<file path="src/rtl/vlp_pkg.sv">
package vlp_pkg;

    localparam int unsigned BYTE_W    = 8;
    localparam int unsigned WIN_BYTES = 7;
    localparam int unsigned WIN_W     = BYTE_W * WIN_BYTES;
    localparam int unsigned INSN_W    = 32;
    localparam int unsigned EXT_W     = 24;
    localparam int unsigned LEN_W     = $clog2(WIN_BYTES + 1);

    typedef logic [BYTE_W-1:0] byte_t;

    // Shape of an instruction: length plus field layout
    typedef enum logic [3:0] {
        SH_ONE,
        SH_TWO,
        SH_THREE_LE,
        SH_THREE_BE,
        SH_FOUR,
        SH_FIVE_A,
        SH_FIVE_B,
        SH_SIX,
        SH_SEVEN_A,
        SH_SEVEN_B,
        SH_BAD
    } shape_e;

    typedef struct packed {
        logic              vld;
        logic [LEN_W-1:0]  len;
        logic              ill;
        logic [INSN_W-1:0] insn;
        logic [EXT_W-1:0]  ext;
    } dec_t;

    function automatic logic [LEN_W-1:0] shape_len(input shape_e sh);
        case (sh)
            SH_TWO:                 return LEN_W'(2);
            SH_THREE_LE,
            SH_THREE_BE:            return LEN_W'(3);
            SH_FOUR:                return LEN_W'(4);
            SH_FIVE_A, SH_FIVE_B:   return LEN_W'(5);
            SH_SIX:                 return LEN_W'(6);
            SH_SEVEN_A, SH_SEVEN_B: return LEN_W'(7);
            default:                return LEN_W'(1);
        endcase
    endfunction

endpackage

</file>
<file path="src/rtl/vlp_shape_class.sv">
module vlp_shape_class
    import vlp_pkg::*;
(
    input  byte_t  op_i,
    output shape_e shape_o
);

    always_comb begin
        shape_o = SH_BAD;
        case (op_i) inside
            // register-equality pairs in this range decode as two bytes
            [8'h80:8'hBF]:
                shape_o = (op_i[3:2] == op_i[1:0]) ? SH_TWO : SH_ONE;
            8'h00, 8'h04, 8'h08, 8'h0C, [8'h10:8'h1F], [8'h3C:8'h3F],
            8'h40, 8'h41, 8'h44, 8'h45, 8'h48, 8'h49, 8'h4C, 8'h4D,
            [8'h50:8'h57], [8'h60:8'h7F], 8'hCB, [8'hD0:8'hDB],
            [8'hE0:8'hEF], 8'hFF:
                shape_o = SH_ONE;
            [8'h20:8'h23], [8'h28:8'h2B], 8'h42, 8'h43, 8'h46, 8'h47,
            8'h4A, 8'h4B, 8'h4E, 8'h4F, [8'h58:8'h5F], [8'hC0:8'hCA],
            8'hCE, 8'hCF, [8'hF0:8'hF6]:
                shape_o = SH_TWO;
            [8'h01:8'h03], [8'h05:8'h07], [8'h09:8'h0B], [8'h0D:8'h0F],
            [8'h24:8'h27], [8'h2C:8'h3B], 8'hCC:
                shape_o = SH_THREE_LE;
            8'hDE, 8'hDF, 8'hF8, 8'hF9:
                shape_o = SH_THREE_BE;
            8'hFA, 8'hFB:
                shape_o = SH_FOUR;
            8'hCD:
                shape_o = SH_FIVE_A;
            8'hDC:
                shape_o = SH_FIVE_B;
            8'hFC, 8'hFD:
                shape_o = SH_SIX;
            8'hDD:
                shape_o = SH_SEVEN_A;
            8'hFE:
                shape_o = SH_SEVEN_B;
            default:
                shape_o = SH_BAD;
        endcase
    end

endmodule

</file>
<file path="src/rtl/vlp_field_pack.sv">
module vlp_field_pack
    import vlp_pkg::*;
(
    input  shape_e            shape_i,
    input  logic [WIN_W-1:0]  win_i,
    output logic [INSN_W-1:0] insn_o,
    output logic [EXT_W-1:0]  ext_o
);

    byte_t b [WIN_BYTES];

    for (genvar gi = 0; gi < WIN_BYTES; gi++) begin : g_unpack
        assign b[gi] = win_i[gi*BYTE_W +: BYTE_W];
    end

    // four-byte family: a few second-byte patterns are taken in address order
    logic wide_be;
    assign wide_be = (b[0] == 8'hFA) && (b[1][7:2] inside {6'h3C, 6'h3D, 6'h3E});

    always_comb begin
        insn_o = '0;
        ext_o  = '0;
        case (shape_i)
            SH_TWO:      insn_o = {16'h0000, b[0], b[1]};
            SH_THREE_LE: insn_o = {8'h00, b[0], b[2], b[1]};
            SH_THREE_BE: insn_o = {8'h00, b[0], b[1], b[2]};
            SH_FOUR:     insn_o = wide_be ? {b[0], b[1], b[2], b[3]}
                                          : {b[0], b[1], b[3], b[2]};
            SH_FIVE_A: begin
                insn_o = {b[0], b[2], b[1], b[3]};
                ext_o  = {16'h0000, b[4]};
            end
            SH_FIVE_B: begin
                insn_o = {b[0], b[4], b[3], b[2]};
                ext_o  = {16'h0000, b[1]};
            end
            SH_SIX: begin
                insn_o = {b[0], b[1], b[5], b[4]};
                ext_o  = {8'h00, b[3], b[2]};
            end
            SH_SEVEN_A: begin
                insn_o = {b[0], b[4], b[3], b[2]};
                ext_o  = {b[1], b[5], b[6]};
            end
            SH_SEVEN_B: begin
                insn_o = {b[0], b[1], b[5], b[4]};
                ext_o  = {b[3], b[2], b[6]};
            end
            default:     insn_o = {24'h000000, b[0]};
        endcase
    end

endmodule

</file>
<file path="src/rtl/vlen_predecode.sv">
module vlen_predecode
    import vlp_pkg::*;
#(
    parameter int unsigned PC_W = 32
) (
    input  logic              clk_i,
    input  logic              rst_ni,
    input  logic              in_valid_i,
    input  logic [PC_W-1:0]   pc_i,
    input  logic [55:0]       win_i,
    output logic              out_valid_o,
    output logic [2:0]        len_o,
    output logic [31:0]       insn_o,
    output logic [23:0]       ext_o,
    output logic              illegal_o,
    output logic [PC_W-1:0]   next_pc_o
);

    shape_e            shape;
    logic [INSN_W-1:0] insn_pk;
    logic [EXT_W-1:0]  ext_pk;

    vlp_shape_class u_class (
        .op_i    (win_i[BYTE_W-1:0]),
        .shape_o (shape)
    );

    vlp_field_pack u_pack (
        .shape_i (shape),
        .win_i   (win_i),
        .insn_o  (insn_pk),
        .ext_o   (ext_pk)
    );

    dec_t            dec_d, dec_q;
    logic [PC_W-1:0] npc_d, npc_q;

    always_comb begin
        dec_d     = dec_q;
        npc_d     = npc_q;
        dec_d.vld = in_valid_i;
        if (in_valid_i) begin
            dec_d.len  = shape_len(shape);
            dec_d.ill  = (shape == SH_BAD);
            dec_d.insn = insn_pk;
            dec_d.ext  = ext_pk;
            npc_d      = pc_i + PC_W'(shape_len(shape));
        end
    end

    always_ff @(posedge clk_i or negedge rst_ni) begin
        if (!rst_ni) begin
            dec_q <= '0;
            npc_q <= '0;
        end else begin
            dec_q <= dec_d;
            npc_q <= npc_d;
        end
    end

    assign out_valid_o = dec_q.vld;
    assign len_o       = dec_q.len;
    assign insn_o      = dec_q.insn;
    assign ext_o       = dec_q.ext;
    assign illegal_o   = dec_q.ill;
    assign next_pc_o   = npc_q;

endmodule

</file>
<file path="config.mk">
export PLATFORM = sky130hd
export DESIGN_NAME = vlen_predecode
export DESIGN_NICKNAME = d
export VERILOG_FILES = /design/src/rtl/vlp_pkg.sv /design/src/rtl/vlp_shape_class.sv /design/src/rtl/vlp_field_pack.sv /design/src/rtl/vlen_predecode.sv
export SDC_FILE = /design/constraint.sdc
export NUM_CORES = 1
export LEC_CHECK = 0
export BUFFER_PORTS_ARGS = -buffer_cell sky130_fd_sc_hd__buf_2
export CORE_UTILIZATION = 52
export CTS_BUF_LIST = sky130_fd_sc_hd__clkbuf_16
export CTS_CLUSTER_SIZE = 20
export DETAILED_ROUTE_END_ITERATION = 8
export PLACE_DENSITY_LB_ADDON = 0.15
export SLEW_MARGIN = 0
export SYNTH_ARGS = -nofsm -noshare
export SYNTH_HDL_FRONTEND = slang
export SYNTH_SLANG_ARGS = --single-unit
</file>
<file path="constraint.sdc">
create_clock -name clk_i -period 1.2 [get_ports clk_i]
set_clock_uncertainty 0.15 [all_clocks]
set_input_delay 0.12 -clock clk_i [delete_from_list [all_inputs] [get_ports clk_i]]
set_output_delay 0.12 -clock clk_i [all_outputs]
set_load 0.05 [all_outputs]
</file>
==> results of run 1 <==
==> cell usage after synthesis (all sizes together) (16+ instances only) <==
cell type,count
a21oi,38
dfrtp,93
a221oi,16
buf,21
o21ai,33
xor2,18
inv,20
nand2,81
nor2,66
a22oi,25
nand3,20
a222oi,17
o2bb2ai,19
clkbuf,26
==> kinds of logic after synthesis <==
kind of cell	count (synthesis)	synth area share, %
XOR/XNOR	31	4.63
AO/OA/AOI/OAI	227	29.9
buffers and inverters	67	4.99
AND/OR/NAND/NOR	208	16.2
flip-flops	93	39.7
adder cells (fa/ha/maj)	9	2.05
multiplexers	13	2.50
==> timing repair <==
item,in CTS
setup endpoints to repair,185
hold buffers,29
hold endpoints to repair,121
buffers inserted,26
resized for setup,275
cloned,2
pin swaps,79
==> per-stage QoR <==
step           instances  cell area, um2  TNS (ps)
3_3_place_gp        1070            8140   -174920
2_1_floorplan        648            6120   -151980
4_1_cts             1142            9970   -138360
3_5_place_dp        1070            8140   -180150
==> results.txt, run 1 <==
In this run, synthesis inferred 0 flip-flops with an integrated enable. The estimated wirelength of the detail-placed design came out at 16.8 mm. The count of input and output buffers came out at 183.

The global-route repair_timing pass left the worst setup endpoint at next_pc_o[26]$_DFFE_PN0P_/D. The placer congestion estimate came out at 1.00. After synthesis, the cell types taking the most area are dfrtp_1, nand2_1, nor2_1. The flow did not finish.

After floorplanning, the core was divided into 38 placement rows. The number of ports placed on the die boundary came out at 184. The library cell occupying the most area in the post-synthesis netlist is dfrtp_1.

The post-synthesis area per instance came out at 9.05 um2. The maximum count of clock buffers along a single path is 2. When the netlist entered floorplanning its net count stood at 748.

The netlist area before placement came out at 5870 um2. The number of distinct library cell variants in the gate-level netlist after synthesis came out at 66. Buffers inserted during clock tree synthesis total 9. The tree is rooted in a clkbuf_16. The number of warning messages in the yosys log is 0. The worst-path endpoint category is a register input. The most used flip-flop cell after synthesis is dfrtp_1. The width of the die came out at 108 um. The sequential fraction of the synthesis area is 39.7%. The top cell type by area accounts for 39.7% of the synthesized area. The first error in the log reads "[ERROR DPL-0038] Utilization greater than 100%, impossible to legalize". After synthesis, the share of flip-flops with an asynchronous set or reset is 100%. It got as far as global routing and failed there. The starting utilization of the core area came out at 53.6%. The clock net in this run drives a total of 93 sinks. The synthesis-stage register bit count came out at 93. The vertical die dimension is 108 um.

The largest net degree at the start of global routing came out at 53. The post-placement worst setup slack came out at -2480 ps. The cell count after synthesis came out at 648. The depth of the CTS H-tree is 3.
==> inputs of run 2 (changes only) <==
--- a/config.mk
+++ b/config.mk
@@ -6,9 +6,7 @@
 export NUM_CORES = 1
 export LEC_CHECK = 0
 export BUFFER_PORTS_ARGS = -buffer_cell sky130_fd_sc_hd__buf_2
-export CORE_UTILIZATION = 52
-export CTS_BUF_LIST = sky130_fd_sc_hd__clkbuf_16
-export CTS_CLUSTER_SIZE = 20
+export CORE_UTILIZATION = 40
 export DETAILED_ROUTE_END_ITERATION = 8
 export PLACE_DENSITY_LB_ADDON = 0.15
 export SLEW_MARGIN = 0
==> run 2 against run 1 <==
  * The flow now finishes, with violations (setup timing)
  * Synthesized cell count is the same
  * Area after synthesis is the same
==> results.txt, run 2 <==
The flow ran to the end, but the final reports show violations. The final reports fail on setup timing. The clock-pin slew reported for the worst setup and hold paths after clock tree synthesis came out at 70 ps.

The worst supply voltage drop on vdd came out at 1.04 mV. The worst setup path is captured at a flop. The via count of the first global-routing pass came out at 7107. The slowest stage of the critical path belongs to the cell or3_4. The number of nets in the layout is 1153.

The headroom to the max-slew limit came out at 65.3%. The width of the die came to 123 um (+14%). The cell internal power dissipation is 7.84 mW. In the post-synthesis netlist, the cell with the most instances is dfrtp_1. The total clock sinks came to 93 (unchanged). Of all cell types, the one taking the most synthesized area is dfrtp_1. The first global-routing pass estimated 37.7 mm of wire. For the worst flop-to-flop path, the logic depth is 2.

The post-synth net total was 748 (unchanged). The max-slew violation count came out at 0. The number of enable-type register cells in the synthesized netlist is 0 (unchanged). The total CTS buffers came out at 9 (unchanged). Dividing the detail-routed wire length by the instance count gives 21.5 um. The number of warning messages in the yosys log is 0 (unchanged). The net switching power is 5.50 mW. The share of the clock period used by the worst path is 266%.

In the synthesized netlist, the cells that appear most often are dfrtp_1, nand2_1, nor2_1. The stage delay of the slowest cell on the critical path is 420 ps. The depth of the CTS H-tree was 3 (unchanged).

The worst hold path belongs to the class in -> reg. The site row count is 43 (+13%). The count of unresolved DRC violations after routing came out at 0.

Among cell families on the critical path, the largest total delay comes from simple AND/OR/NAND/NOR gates. The total global routing overflow came out at 0. The worst hold path passes through 4 cells.

The clock tree root driver cell is clkbuf_16. The type of the worst setup path is in -> reg. The total of fill cells in the finished design is 877. Combinational logic burns 49.3% of the power.

The vertical die dimension came to 123 um (+14%). Registers take 2330 um2. Setup repair after global routing could not meet its margin everywhere.

The worst-case setup margin in the final layout is -1990 ps. For this design the ratio of total power to cell area is 1180 nW/um2. The number of failing hold endpoints at the final stage came out at 0. The starting utilization of the core area came out at 41.6% (-12 points).

The maximum clock frequency came out at 0.314 GHz. The worst setup path is launched from an input port. The cell count after synthesis came out at 648 (unchanged). The library cell used most frequently in the layout, excluding fill and tap cells, is buf_4. The initial antenna violation count came out at 0. In the routed layout, each cell is associated on average with a via count of 5.94. The sequential fraction of the synthesis area is 39.7% (unchanged).

The largest net degree at the start of global routing came out at 52. Leaving out fill and tap cells, the most frequent cells in the layout are buf_4, buf_6, dfrtp_1, buf_2, nand2_1. The count of input and output buffers is 183 (unchanged).

The synthesis-stage register bit count is 93 (unchanged). The worst endpoint data arrival time is 3310 ps. The cell total after placement is 1121 (+4.8%).

Along the worst path, the maximum fanout reaches 6. The number of distinct library cell variants in the gate-level netlist after synthesis came out at 66 (unchanged). The pin slew with the least headroom to its limit came out at 507 ps. By area the synthesized netlist is led by dfrtp_1, nand2_1, nor2_1. The antenna diode count is 0. The estimated wirelength of the detail-placed design is 17.2 mm (+2.2%).

The maximum count of clock buffers along a single path came out at 2 (unchanged). The most used flip-flop cell after synthesis is dfrtp_1. The post-synthesis area per instance came out at 9.05 um2 (unchanged).

The count of placed standard cells in the final layout, fillers left out came out at 1236. Traced cell by cell, the critical path runs through buf_12 -> buf_8 -> xnor2_2 -> nand3b_1 -> o22ai_1 -> nand2_1 -> o31ai_4 -> nor3_4 -> buf_12 -> ha_4 -> nor2_4 -> a31oi_4 -> ha_4 -> fa_2 -> a21o_1 -> nand2_2 -> or3_4 -> nor2_4 -> nand3_2 -> xor2_1 -> a21oi_1. The cell depth of the worst setup path came out at 21. The number of ports placed on the die boundary came to 184 (unchanged).

The area of the die is 15200 um2. The starting DRC count in detailed routing is 600. The number of buffers and inverters on the critical path came out at 3. The share of the synthesized area in the top cell type is 39.7% (unchanged). The CTS tree is yes.

In this run switching power makes up 41.2% of total power. The multi-input logic area is 4360 um2. The relative area change from synthesis to final layout came out at 92.0%.

The design draws 13.3 mW. The leakage power total came out at 5.06 nW. The area of the core came out at 14100 um2.

The count of nets left with antenna violations once routing finished came out at 0. The number of iterations in the first detailed-routing pass is 8. The async set-or-reset flop fraction in the synthesized netlist is 100% (unchanged). The required time of the worst setup path came out at 1330 ps. The clock latency of the later-clocked register in the worst-skew pair is 350 ps.

Summed over all layers, the routed wires come to 26.5 mm. The max-cap violation count came out at 0. The via total after detailed routing came out at 7348. The number of setup violations in the final report is 108. After layout, the minimum clock period comes to 3190 ps. The fraction of power consumed by sequential logic came out at 29.5%. The clock group share of total power is 21.2%. The layout cell share with drive strength beyond 1 came out at 58.2%.

The netlist area before placement is 5870 um2 (unchanged). The placer congestion estimate came out at 0.970 (-3.0%). The overall routing resource usage is 33.0%.
==> run 2: cell counts after synthesis <==
No cell type changed its count.
==> run 2: logic make-up after synthesis <==
group	Yosys count	share of synthesized area (%)
multiplexers	13	2.50
buffers and inverters	67	4.99
XOR/XNOR	31	4.63
AND/OR/NAND/NOR	208	16.2
flip-flops	93	39.7
AO/OA/AOI/OAI	227	29.9
adder cells (fa/ha/maj)	9	2.05
==> run 2: power groups by stage <==
stage               Combinational (mW)  Clock, mW  Sequential (mW)
floorplan                         1.53          0             5.27
global placement                  4.67          0             3.85
detailed placement                4.71          0             3.85
CTS                               5.88       2.85             3.90
global route                      6.87       2.98             3.97
finish                            6.57       2.83             3.93
==> run 2: per-stage QoR <==
stage	setup slack, ps	hold slack [ps]	TNS, ps	utilization [%]	cell area, um2
6_report	-1990	7.19	-136460	79.9	11300
5_1_grt	-2140	3.69	-147440	79.9	11300
4_1_cts	-1970	0.0000555	-134560	73.4	10300
3_5_place_dp	-2490	-126	-183950	58.5	8250
3_3_place_gp	-2420	-130	-178900	58.5	8250
2_1_floorplan	-2240	-326	-151980	-	6120
==> run 2: tightest hold or removal path, stage by stage <==
cell and delay (ps):
buf_2 80, buf_4 100, xor2_1 60, a21oi_1 110
==> run 2: layout make-up <==
type / instances / area share (%)
clock buffers: 10 / 2.12
clock inverters: 4 / 0.300
inverters: 20 / 0.855
multi-input cells: 489 / 38.7
flip-flops and latches: 93 / 20.7
well taps: 180 / 2.00
repair buffers: 440 / 35.3
==> run 2: path summary, 6_finish.rpt <==
path / start / to / slack [ps]
worst max-delay path: win_i[1] / next_pc_o[30] / -1990
worst min-delay path: pc_i[15] / next_pc_o[15] / 7
worst max register to register: insn_o[23] / insn_o[23] / -190
worst min register to register: insn_o[31] / insn_o[31] / 360
max in group asynchronous: rst_ni / next_pc_o[18] / 320
min in group asynchronous: rst_ni / insn_o[12] / 80
==> run 2: repair_timing <==
action	4_1_cts	5_1_grt
cloned	5	1
gates resized for setup	346	127
endpoints found under the hold margin	117	2
setup endpoints to repair	185	163
hold buffers	25	2
pin swaps	77	95
setup buffers	33	41
==> run 2: metal layers <==
metal  vias up  wire (um)  GRT usage [%]
met4         0        942           13.9
met2       406      12900           53.7
li1       3261          -              -
met1      3601      10800           43.3
met5         -          0              0
met3        80       1940           5.35
Power figures use the tool's default switching activity.
